--- src/rtl/mgi_pkg.sv ---
package mgi_pkg;

    typedef enum logic {
        MGI_OP_BUILD = 1'b0,
        MGI_OP_MERGE = 1'b1
    } mgi_op_e;

endpackage

--- src/rtl/mgi_thermo.sv ---
// All-ones word shifted right (toward the LSB) by amt; amt may equal W,
// giving zero. MSB-first position g is one when g >= amt.
module mgi_thermo #(
    parameter int unsigned W   = 32,
    parameter int unsigned AMW = $clog2(W) + 1
) (
    input  logic [AMW-1:0] amt,
    output logic [W-1:0]   ones_shr
);

    for (genvar g = 0; g < W; g++) begin : g_bit
        assign ones_shr[W-1-g] = (AMW'(g) >= amt);
    end

endmodule

--- src/rtl/mgi_mask_gen.sv ---
module mgi_mask_gen #(
    parameter int unsigned W     = 32,
    parameter int unsigned IDX_W = $clog2(W)
) (
    input  logic [IDX_W-1:0] first_idx,
    input  logic [IDX_W-1:0] last_idx,
    output logic [W-1:0]     mask
);

    localparam int unsigned AMW = IDX_W + 1;

    logic [AMW-1:0] first_amt;
    logic [AMW-1:0] past_last_amt;
    logic [W-1:0]   from_first;
    logic [W-1:0]   from_past_last;
    logic [W-1:0]   span;
    logic           wraps;
    logic           covers_all;

    assign first_amt     = {1'b0, first_idx};
    assign past_last_amt = {1'b0, last_idx} + AMW'(1);

    mgi_thermo #(.W(W), .AMW(AMW)) u_th_first (
        .amt      (first_amt),
        .ones_shr (from_first)
    );

    mgi_thermo #(.W(W), .AMW(AMW)) u_th_last (
        .amt      (past_last_amt),
        .ones_shr (from_past_last)
    );

    assign span       = from_first ^ from_past_last;
    assign wraps      = (last_idx < first_idx);
    assign covers_all = (first_idx == (last_idx + IDX_W'(1)));

    always_comb begin
        if (covers_all) begin
            mask = '1;
        end else if (wraps) begin
            mask = ~span;
        end else begin
            mask = span;
        end
    end

endmodule

--- src/rtl/mgi_merge.sv ---
module mgi_merge #(
    parameter int unsigned W = 32
) (
    input  logic [W-1:0] ins_word,
    input  logic [W-1:0] sel_mask,
    input  logic [W-1:0] keep_word,
    output logic [W-1:0] merged
);

    for (genvar g = 0; g < W; g++) begin : g_bit
        assign merged[g] = sel_mask[g] ? ins_word[g] : keep_word[g];
    end

endmodule

--- src/rtl/mgi_unit.sv ---
module mgi_unit
    import mgi_pkg::*;
#(
    parameter int unsigned DATA_W = 32
) (
    input  logic              clk,
    input  logic              rst_n,
    input  logic              in_valid,
    input  logic              op_sel,
    input  logic [DATA_W-1:0] src_s,
    input  logic [DATA_W-1:0] src_b,
    input  logic [DATA_W-1:0] src_a,
    output logic              out_valid,
    output logic [DATA_W-1:0] out_result
);

    localparam int unsigned IDX_W = $clog2(DATA_W);

    typedef struct packed {
        logic              vld;
        logic [DATA_W-1:0] res;
    } stage_t;

    stage_t            stage_d;
    stage_t            stage_q;
    mgi_op_e           op_d;
    logic [DATA_W-1:0] range_mask;
    logic [DATA_W-1:0] merge_word;

    mgi_mask_gen #(.W(DATA_W), .IDX_W(IDX_W)) u_mask (
        .first_idx (src_s[IDX_W-1:0]),
        .last_idx  (src_b[IDX_W-1:0]),
        .mask      (range_mask)
    );

    mgi_merge #(.W(DATA_W)) u_merge (
        .ins_word  (src_s),
        .sel_mask  (src_b),
        .keep_word (src_a),
        .merged    (merge_word)
    );

    always_comb begin
        op_d        = mgi_op_e'(op_sel);
        stage_d     = stage_q;
        stage_d.vld = in_valid;
        if (in_valid) begin
            stage_d.res = (op_d == MGI_OP_MERGE) ? merge_word : range_mask;
        end
    end

    always_ff @(posedge clk) begin
        if (!rst_n) begin
            stage_q <= '0;
        end else begin
            stage_q <= stage_d;
        end
    end

    assign out_valid  = stage_q.vld;
    assign out_result = stage_q.res;

endmodule

--- config.mk ---
export PLATFORM = sky130hd
export DESIGN_NAME = mgi_unit
export DESIGN_NICKNAME = d
export VERILOG_FILES = /design/src/rtl/mgi_pkg.sv /design/src/rtl/mgi_thermo.sv /design/src/rtl/mgi_mask_gen.sv /design/src/rtl/mgi_merge.sv /design/src/rtl/mgi_unit.sv
export SDC_FILE = /design/constraint.sdc
export NUM_CORES = 1
export LEC_CHECK = 0
export ABC_AREA = 1
export BUFFER_PORTS_ARGS = -buffer_cell sky130_fd_sc_hd__buf_2
export CORE_ASPECT_RATIO = 1.2
export CORE_UTILIZATION = 36
export CTS_BUF_LIST = sky130_fd_sc_hd__clkbuf_8
export CTS_CLUSTER_SIZE = 14
export DETAILED_ROUTE_END_ITERATION = 7
export PLACE_DENSITY_LB_ADDON = 0.1
export SYNTH_ARGS = -nofsm -noshare
export SYNTH_HDL_FRONTEND = slang
export SYNTH_SLANG_ARGS = --single-unit
--- constraint.sdc ---
create_clock -name clk -period 5.35 [get_ports clk]
set_input_delay 0.535 -clock clk [delete_from_list [all_inputs] [get_ports clk]]
set_output_delay 0.535 -clock clk [all_outputs]
set_load 0.03 [all_outputs]
Word level (Yosys, flattened, before mapping) --
Cells that the tools add are included.
Word-level totals: register bits 33, bits of input ports 100
Operators by class: add/subtract/negate cells 2, order comparisons 65, equality and inequality tests 1, multiplexer cells 35, bitwise operators 2
Operator list (count):
- >= comparator 5 x 6 -> 1 bit, first input constant | 16
- two-way mux 32 bit | 3
- >= comparator 5 bit, first input constant | 16
- >= comparator 4 x 6 -> 1 bit, first input constant | 8
- >= comparator 4 x 5 -> 1 bit, first input constant | 8
- two-way mux 1 bit | 32
- NOT 32 bit | 1
- bitwise XOR 32 bit | 1
- >= comparator 3 x 6 -> 1 bit, first input constant | 4
- >= comparator 3 x 5 -> 1 bit, first input constant | 4
- >= comparator 1 x 6 -> 1 bit, first input constant | 2
- >= comparator 2 x 6 -> 1 bit, first input constant | 2
- >= comparator 1 x 5 -> 1 bit, first input constant | 2
- >= comparator 2 x 5 -> 1 bit, first input constant | 2
- adder 5 x 1 -> 6 bit, second input constant | 1
- adder 5 x 1 -> 5 bit, second input constant | 1
- equality test 5 bit | 1
- < comparator 5 bit | 1

Logic depth before layout (Yosys ltp) --
depth after elaboration 7, gate-level depth with buffers 15

By module --
From an unflattened synthesis, not the netlist that was laid out.
Unflattened totals: cell total of the unflattened synthesis 807, area, all modules 4130.2 um^2
Modules (own cells, without submodules):
- mgi_unit | times used 1, cells each 276, area an instance 1689.1 um^2
- mgi_mask_gen | times used 1, cells each 263, area an instance 1350.0 um^2
- mgi_thermo | times used 2, cells each 70, area an instance 305.3 um^2
- mgi_merge | times used 1, cells each 128, area an instance 480.5 um^2

Least setup slack after synthesis --
Ideal clock, no wire load.
kind input to register, start point input port src_s[4], end point register stage_q, in the netlist out_result[14], setup time 122 ps, arrival time 2169 ps, required time 5228 ps, path slack 3060 ps, stages 13, buffers on the path 4, path through buf_2 > inv_1 > ha_1 > nand2_1 > inv_1 > nand4_1 > nand3_1 > buf_4 > buf_2 > buf_2 > a21oi_1 > o21ai_0 > a21oi_1
On the way: word-level cells in the longest chain between the ends 6
RTL lines:
- from (decl) | RTL line mgi_unit.sv:10 | input logic [DATA_W-1:0] src_s,
- >= comparator 5 bit | RTL line mgi_thermo.sv:12 | assign ones_shr[W-1-g] = (AMW'(g) >= amt);
- bitwise XOR 32 bit | RTL line mgi_mask_gen.sv:33 | assign span = from_first ^ from_past_last;
- NOT 32 bit | RTL line mgi_mask_gen.sv:41 | mask = ~span;
- two-way mux 32 bit | RTL line mgi_mask_gen.sv:40 | end else if (wraps) begin
- two-way mux 32 bit * | RTL line mgi_mask_gen.sv:38 | if (covers_all) begin
- two-way mux 32 bit * | RTL line mgi_unit.sv:48 | stage_d.res = (op_d == MGI_OP_MERGE) ? merge_word : range_mask;
- to (signal assigned) | RTL line mgi_unit.sv:56 | stage_q <= stage_d;
- to (decl) | RTL line mgi_unit.sv:25 | stage_t stage_q;
Mark *: on every way between the ends. The rest lies on a longest branch, timed or not. A chain may end at the register's enable or synchronous reset.

Worst setup path after layout --
start point input port src_s[2], end point register stage_q, in the netlist out_result[10]
The elaborated chain is that of the path after synthesis.

==> reports/qor.txt <==
Maximum vdd drop - 69.4 uV
Mapped Area - 3580 um2
CTS max path bufs - 2
Post-Synth Simple-Gate Area - 35.4%
Worst Path Required - 5570 ps
Largest net degree at the start of global routing - 37
F_max - 0.320 GHz
CP arrival - 3350 ps
CTS HTree Levels - 2
CP most frequent cell - nand2_1
Drt via density - 5.36
Max Slew Vio Count - 0
Share of layout cells above drive strength 1 - 25.8%
Worst min path class - flop to flop
Mapped Avg Cell Area - 5.95 um2
M2 GR Usage - 42.1%
CP top delay family - buffers and inverters
Yosys warns - 0
Slew headroom - 33.3%
Std-Cell Rows - 39
Initial Util - 37.3%
Pwr/cell area - 202 nW/um2
First-pass GRT wire length - 20.7 mm
Post-route ant nets - 0
Adder-cell share of the synthesized area - 2.79%
Tightest Pin Transition - 999 ps
Post-Synth XOR/XNOR Area - 3.18%
Post-CTS Setup Repair Bufs - 0
LEAKAGE - 2.30 nW
Max cap viols - 0
Portion of netlist area occupied by mux cells - 8.17%
Die Y - 111 um
Cell count after synthesis - 602
Die area - 10400 um2
Post-synth ARST share - 0%
Initial antenna violation count - 0
Drt drc - 0
Yosys reg bits - 33
Remaining Overflow, GRT - 0
Area delta synth->final - 20.4%
CTS tree - built
Final Cycle Share - 58.4%
DR iter-0 viols - 234
Cts hold-fix bufs - 0
Clock Latency Late Sink - 290 ps
I/O pin count - 133
Post-detail-place hpwl - 10.7 mm
CP Max Fanout - 20
Syn nets - 710
GR Util met3 - 3.29%
Synth cell types - 37
Synth area leader - dfxtp_1
DR WL/cell - 16.1 um
Worst Setup End Kind - flop
Met1 GRT Util - 32.7%
Root buf cell - clkbuf_8
Status - complete, no violations
Clk_skew - 0 ps
WL final - 13.4 mm
Sequential-to-total area share from yosys stat - 18.4%
Core Region - 9610 um2
Tmin final - 3130 ps
Crit-path cells - buf_2 > clkinv_1 > ha_1 > a21o_1 > nand2_1 > nand3_1 > inv_1 > nand2_1 > nand2_1 > nand2_1 > nand3_1 > nand2_1 > a21oi_1
GRT Overall Usage - 25.7%
CP max stage delay - 730 ps
Most frequent cells in the layout - 158 x nand2_1, 132 x buf_2, 78 x a21oi_1
Main area contributors after synthesis - dfxtp_1 18%, nand2_1 17%, a21oi_1 11%, nand3_1 9.5%, mux2_2 8.2%
Worst setup path class - input port to flop
First-pass DRT Iterations - 6
Final core occ - 44.9%
Crit-path slowest cell - inv_1
EDFF count, synth - 0
Number of buffers created by CTS - 5
IO Port Bufs - 132
Compound-Gate Fraction of Synth Area - 21.1%
Gr busiest metal - met2
Ys flop type - dfxtp_1
GPL Wtd Cong - 0.985
RSZ-0062 raised after global routing - no
Final setup fails - 0
Reg clk slew, reported paths - 60 ps
Detailed-route via count - 4462
Die Wd - 93.1 um
Type of origin of the critical path - input port
Vias in the first global route - 4047
Buffers & Inverters on Critical Path - 3
Setup TNS - 0 ps
Top cell type's share of synthesized area - 18.4%
N_diodes - 0
CTS Sinks - 33
Final hold violations - 0
Most common cell after layout, fill and taps aside - nand2_1
Final nets - 817
Largest family of logic cells by synthesized area - simple AND/OR/NAND/NOR gates
Gates resized, CTS repair - 0
[tightest hold or removal path, delay by kind of cell (launching register included)]
family,cells,cell delay (ps)
flops,1,310
compound gates,2,160
[power breakdown]
group / total, W / internal (W) / switching, W
logic: 0.000407 / 0.000141 / 0.000267
registers: 0.000276 / 0.000267 / 0.00000916
clock network: 0.000186 / 0.000100 / 0.0000863
total: 0.000870 / 0.000508 / 0.000362
[layout make-up]
| class | count | area (um2) |
|---|---|---|
| multi-input combinational | 481 | 2530 |
| clock buffer | 6 | 82.6 |
| inverter | 54 | 205 |
| tap | 123 | 154 |
| timing repair buffer | 134 | 676 |
| fill | 1102 | 5300 |
| clock inverter | 1 | 3.75 |
| sequential | 33 | 661 |
[per-layer routing]
layer | part of all wire, % | vias to the layer above
li1 | - | 2231
met1 | 44 | 2015
met2 | 45 | 182
met3 | 6.7 | 34
met4 | 4.2 | 0
met5 | 0 | -
[cell usage after synthesis, types with 2 or more instances]
master    count
nand2_1     158
a21oi_1      78
nand3_1      68
o21ai_0      57
inv_1        51
dfxtp_1      33
mux2_2       26
nor2_1       26
clkbuf_1     15
nand4_1      11
xor2_1        9
buf_2         8
ha_1          8
o21ai_1       7
buf_6         5
nand2_2       5
nand3b_1      4
xnor2_1       4
a31oi_1       2
buf_1         2
buf_4         2
clkbuf_2      2
nand2_4       2
nor2_2        2
nor3_1        2
or2_0         2
or2_1         2
or2_2         2
[per-stage QoR]
stage | total power (W) | cells | cell area [um2] | setup WS [ps] | hold WS [ps]
3_3_place_gp | 0.000685 | 825 | 4230 | 2010 | 489
5_1_grt | 0.000935 | 832 | 4310 | 1930 | 547
3_5_place_dp | 0.000687 | 825 | 4230 | 1970 | 505
2_1_floorplan | 0.000562 | 602 | 3580 | 3060 | 625
4_1_cts | 0.000879 | 832 | 4310 | 2270 | 517
6_report | 0.000870 | 832 | 4310 | 2220 | 517
[registers in the layout, indices dropped and copies added (netlist names)]
name        flops
out_result     32
out_valid       1
[kinds of logic (layout without fill, tap and decap cells)]
logic type,count (synthesis),in the layout
AO/OA/AOI/OAI,148,148
XOR/XNOR,13,13
adder cells (fa/ha/maj),8,8
buffers and inverters,88,195
flip-flops,33,33
multiplexers,26,26
AND/OR/NAND/NOR,286,286
[final timing paths]
| path | slack, ps | to | cells past startpoint | from |
|---|---|---|---|---|
| min reg2reg | 520 | out_result[8] | 2 | out_result[8] |
| min | 520 | out_result[8] | 2 | out_result[8] |
| max reg2reg | 4680 | out_result[0] | 2 | out_result[0] |
| max | 2220 | out_result[10] | 13 | src_s[2] |
No activity file was read; power rests on OpenSTA's default activity.
